**config.mk**
```make
export PLATFORM = sky130hd
export DESIGN_NAME = rts_hyst_ctrl
export DESIGN_NICKNAME = d
export VERILOG_FILES = /design/src/rtl/rts_hyst_ctrl.sv
export SDC_FILE = /design/constraint.sdc
export NUM_CORES = 1
export LEC_CHECK = 0
export BUFFER_PORTS_ARGS = -buffer_cell sky130_fd_sc_hd__buf_2
export CAP_MARGIN = 20
export CELL_PAD_IN_SITES_DETAIL_PLACEMENT = 2
export CELL_PAD_IN_SITES_GLOBAL_PLACEMENT = 2
export CORE_MARGIN = 5
export CORE_UTILIZATION = 30
export DETAILED_ROUTE_END_ITERATION = 8
export PLACE_DENSITY_LB_ADDON = 0.05
export SLEW_MARGIN = 25
export SYNTH_ARGS = -nofsm -noshare
export SYNTH_HDL_FRONTEND = slang
export SYNTH_SLANG_ARGS = --single-unit
```
**constraint.sdc**
```tcl
create_clock -name clk -period 1 [get_ports clk]
set_input_delay 0.3 -clock clk [delete_from_list [all_inputs] [get_ports clk]]
set_output_delay 0.3 -clock clk [all_outputs]
set_load 0.03 [all_outputs]
```
**src/rtl/rts_hyst_ctrl.sv**
```systemverilog
module rts_hyst_ctrl #(
  parameter int DEPTH = 128,
  parameter int CW    = $clog2(DEPTH + 1)
) (
  input  logic          clk,
  input  logic          rst_n,
  input  logic          auto_en,
  input  logic          sw_rts,
  input  logic [CW-1:0] rx_count,
  input  logic [CW-1:0] trig_lvl,
  input  logic [1:0]    ext_hyst,
  input  logic [1:0]    fifo_hyst,
  output logic          rts_n
);
  localparam int HW = 6;

  logic [3:0]    sel;
  logic [HW-1:0] hyst;
  logic [CW:0]   sum, cap, hi_thr;
  logic [CW-1:0] lo_thr;
  logic          go_high, go_low;

  assign sel = {ext_hyst, fifo_hyst};

  always_comb begin
    case (sel)
      4'd0:    hyst = 6'd0;
      4'd1:    hyst = 6'd4;
      4'd2:    hyst = 6'd6;
      4'd3:    hyst = 6'd8;
      4'd4:    hyst = 6'd8;
      4'd5:    hyst = 6'd16;
      4'd6:    hyst = 6'd24;
      4'd7:    hyst = 6'd32;
      4'd8:    hyst = 6'd40;
      4'd9:    hyst = 6'd44;
      4'd10:   hyst = 6'd48;
      4'd11:   hyst = 6'd52;
      4'd12:   hyst = 6'd12;
      4'd13:   hyst = 6'd20;
      4'd14:   hyst = 6'd28;
      default: hyst = 6'd36;
    endcase
  end

  assign sum    = {1'b0, trig_lvl} + (CW+1)'(hyst);
  assign cap    = (CW+1)'(DEPTH);
  assign hi_thr = (sum > cap) ? cap : sum;
  assign lo_thr = (trig_lvl > CW'(hyst)) ? (trig_lvl - CW'(hyst)) : '0;

  assign go_high = ({1'b0, rx_count} >= hi_thr);
  assign go_low  = !go_high && (rx_count <= lo_thr);

  always_ff @(posedge clk or negedge rst_n) begin
    if (!rst_n)        rts_n <= 1'b0;
    else if (!auto_en) rts_n <= !sw_rts;
    else if (go_high)  rts_n <= 1'b1;
    else if (go_low)   rts_n <= 1'b0;
  end
endmodule

```
* Word-level counts from Yosys, hierarchy flattened *
Memories as Yosys holds them, arrays and structs flattened.
Cells that the tools add are included.

cells by class
  add/sub/neg operators = 2
  magnitude comparators = 4
  eq/ne operators = 1
  multiplexer cells = 5
  reduce and logical (&&, ||, !) cells = 3

operator list
  kind                count
  $add 8x6->9         1
  $ge 8x9->1          1
  $gt 9x8->1 const B  1
  $mux 9              1
  $gt 8x6->1          1
  $le 8x8->1          1
  $mux 8              1
  $sub 8x6->8         1
  $mux 1              3
  $ne 3x1->1 const B  1
  $logic_not 1->1     2
  $logic_and 1x1->1   1

word-level totals
  bits in registers = 1
  ROM bits = 80
  bits of input ports = 24
  output and inout port bits = 1
  logic and storage cells = 17
  memories kept = 1

memory list
  memory            depth  bits a word  read ports  clocked after memory_dff  wr ports  line  RTL
  (name not given)  16     5            1           0                         0         26    case (sel)

* Longest topological paths before layout *
An unclocked memory read counts as a cell.

  depth in word-level cells = 10
  depth in mapped cells = 17
  depth with buffers taken out = 17

* Worst setup path after synthesis *
No wires, ideal clock.

  kind = input port to flip-flop
  start point = in fifo_hyst[0]
  end point = reg rts_n
  setup time = 0.130 ns
  arrival time = 3.676 ns
  data required time = 0.870 ns
  setup slack = -2.806 ns
  stages = 13
  buffers on the path = 0
  cell sequence = inv_1 -> ha_1 -> o31ai_1 -> ha_1 -> or4_1 -> or3_1 -> a311o_1 -> and2_1 -> ha_1 -> nand4_1 -> o221a_2 -> nor3_1 -> a31oi_1

on the way
  cells in the longest elaborated chain, start to end = 8
  elaborated cells on any way between the ends = 14
  classes of those cells = add/sub (2); order compare (4); eq/ne (1); mux (4); reduce/logical (2); memory (1)

ends and longest elaborated chain
  item                         line  RTL
  start, declared              12    input logic [1:0] fifo_hyst,
  $mem_v2 16x5 *               --
  $add 8x6->9                  46    assign sum = {1'b0, trig_lvl} + (CW+1)'(hyst);
  $gt 9x8->1                   48    assign hi_thr = (sum > cap) ? cap : sum;
  $mux 9                       48
  $ge 8x9->1                   51    assign go_high = ({1'b0, rx_count} >= hi_thr);
  $logic_not 1->1              52    assign go_low = !go_high && (rx_count <= lo_thr);
  $logic_and 1x1->1            52
  $ne 3x1->1 (no source line)  --
  end signal, assigned         56    else if (!auto_en) rts_n <= !sw_rts;
  end, declared                13    output logic rts_n

Every way passes the cells marked *; elsewhere a longest branch is shown, timed or not.
A chain may end at the register's enable or synchronous reset.

* Worst setup path in the final report *
Same ends and word-level chain as after synthesis.

==> summary.md <==
| Metric | Value |
|---|---|
| Arrival time at the worst endpoint | 3.54 ns |
| Fin nets | 261 |
| Final core area utilization | 48.6% |
| Ratio of routed vias to standard cells | 5.32 |
| Max-capacitance violation count | 0 |
| Distinct cell type count of the synthesized netlist | 38 |
| RSZ-0062 raised after global routing | true |
| DP HPWL | 3840 µm |
| Critical path start-end classification | primary input to register |
| Max FFs per register | 1 |
| Remaining Overflow, GRT | 0 |
| Mean Syn Cell Area | 7.50 µm² |
| Final worst-path setup slack | -2.68 ns |
| Number of nets still failing antenna checks after routing | 0 |
| Area of all sequential standard cells | 25.0 µm² |
| Worst slew pin tran | 0.399 ns |
| Number of global-route vias before repair | 1552 |
| Flip-flop and latch count after synthesis | 1 |
| Die Area | 4900 µm² |
| Total routing usage reported by global routing | 17.7% |
| Highest clock frequency the design can meet | 272 MHz |
| Slew Viols, Final | 0 |
| Period Utilization, post-route | 368% |
| Clock slew seen by the registers of the worst setup and hold paths | 0 ns |
| Count of mapped cells out of synthesis | 144 |
| Critical path endpoint category | register |
| Number of warning messages in the yosys log | 0 |
| Area grow syn2layout | 53.8% |
| Diode insertion count for antenna repair | 0 |
| Final Hold Violating Endpoints | 0 |
| Mean routed wirelength per cell | 17.4 µm |
| Area inside the core boundary | 3420 µm² |
| Register area share after synthesis | 2.32% |
| Count of flip-flops with a built-in enable after synthesis | 0 |
| Initial standard-cell utilization of the core | 31.6% |
| FILL cells | 407 |
| Largest registers | rts_n: 1 flops |
| Run status | finished, violations left |
| Path category of the worst min-delay check | primary input to asynchronous set/reset pin |
| Post-layout minimum cycle time | 3.68 ns |
| Largest voltage drop on the vdd net | 0.000324 V |
| Multi-input gate area in the final layout | 1100 µm² |
| Vias post-DR | 1336 |
| Final setup skew | 0 ns |
| Clock latency on the worst-skew pair | 0 ns |
| Maximum net fanout on the critical path | 7 |
| Crit path required time | 0.86 ns |
| Die X | 70.0 µm |
| Async S/R FF share, synth | 100% |
| Reg with most FFs | rts_n |
| Antenna violations before repair | 0 |
| Detailed Route Iter0 Violations | 30 |
| Summed instance area of the synthesized netlist | 1080 µm² |
| Global-route wire length before repair | 7220 µm |
| Share of layout cells above drive strength 1 | 41.0% |
| Pin count of the biggest net entering global routing | 11 |
| Number of endpoints failing setup at the final stage | 1 |
| Total instance count after detailed placement | 251 |
| Worst-case headroom to the max-slew limit | 73.2% |
| Worst setup slack after placement | -2.88 ns |
| Height of the die | 70.0 µm |
| Number of standard cells in the final layout excluding fillers | 251 |
| Top flip-flop cell by instance count after synthesis | dfrtp_1 |
| DRC violations left | 0 |
| Leakage power summed over all cells | 0.838 nW |
| Post-Route WL | 4360 µm |
| Number of nets in the synthesized netlist | 198 |
| Final hold slack | 0.0758 ns |
| Pwr dens | 798 nW/µm² |
| Hold buffers post-CTS | 0 |
| CP startpoint kind | primary input |
| Number of standard-cell rows in the floorplan | 21 |
| Placer congestion estimate | 0.769 |
| Setup Fix Bufs, Post-CTS | 0 |
| Number of top-level pins | 25 |
| Number of port buffers | 24 |
| First drt pass iteration count | 2 |
| Failing checks | negative setup slack |
layout by cell type, fill, tap and decap left out, types with 5 or more instances in the layout:
cell type,n
buf_4,41
buf_2,24
ha_1,23
inv_1,12
nand2_1,11
nor2_1,9
nand3_1,9
a21oi_1,5
xor2_1,5
per-stage QoR:
step | area [µm²] | total power, mW | setup TNS, ns
floorplan | 1120 | 0.716 | -2.49
global placement | 1580 | 1.13 | -2.65
detailed placement | 1580 | 1.25 | -2.88
CTS | 1630 | 1.29 | -2.68
global route | 1660 | 1.46 | -2.85
finish | 1660 | 1.32 | -2.68
kinds of logic (layout without fill, tap and decap cells):
kind of cell	count (synthesis)	in the layout	share of synthesized area, %
XOR/XNOR	8	8	6.49
adder cells (fa/ha/maj)	30	30	36.2
buffers and inverters	17	78	6.61
AO/OA/AOI/OAI	36	36	22.8
AND/OR/NAND/NOR	50	50	23.8
multiplexers	2	2	1.85
flip-flops	1	1	2.32
Yosys cell counts, drive strengths merged, types with 3 or more instances:
cell	number	area (µm²)
ha	28	350
inv	13	48.8
nand2	12	45.0
nand3	9	45.0
nor2	9	33.8
o21ai	8	40.0
a21oi	6	30.0
xor2	5	43.8
nand2b	4	25.0
a211oi	3	22.5
a21o	3	22.5
clkbuf	3	11.3
nor3b	3	22.5
o21bai	3	22.5
xnor2	3	26.3
worst paths after layout:
check	start	slack (ns)	cells after the start	end
worst min register to register	rts_n	0.75	3	rts_n
worst max-delay path	fifo_hyst[0]	-2.68	15	rts_n
min in group clk	auto_en	0.53	2	rts_n
worst max register to register	rts_n	0.07	4	rts_n
max in group asynchronous	rst_n	0.84	1	rts_n
worst min-delay path	rst_n	0.08	1	rts_n
worst max-delay path: stages:
cell,delay [ns]
buf_2,0.12
ha_2,0.20
o21ai_2,0.13
nor2_1,0.05
a21o_1,0.20
ha_4,0.25
or4_1,0.48
or3_1,0.33
a311o_2,0.39
and2_1,0.18
ha_1,0.28
nand4_1,0.11
o221a_2,0.30
nor3_2,0.12
a31oi_1,0.10
power by group:
part	switching (mW)	internal [mW]	total [mW]
Combinational	0.662	0.607	1.27
Clock	0	0	0
Sequential	0.00587	0.0490	0.0549
per-layer routing:
metal  track usage [%]  vias to the layer above  wire (µm)
li1                  -                      647          -
met1              18.5                      649       1730
met2              34.8                       30       2390
met3              2.30                       10        131
met4              7.45                        0        114
met5                 0                        -          0
repair_timing:
item,in CTS,in global routing
pin swaps,5,0
setup endpoints to repair,1,1
resized for setup,8,7
cell type report:
| cell class | count | area share [%] |
|---|---|---|
| Inverter | 13 | 2.94 |
| Timing Repair Buffer | 65 | 25.8 |
| Multi-Input combinational cell | 126 | 66.3 |
| Tap cell | 46 | 3.47 |
| Sequential cell | 1 | 1.51 |
Power figures use the tool's default switching activity.
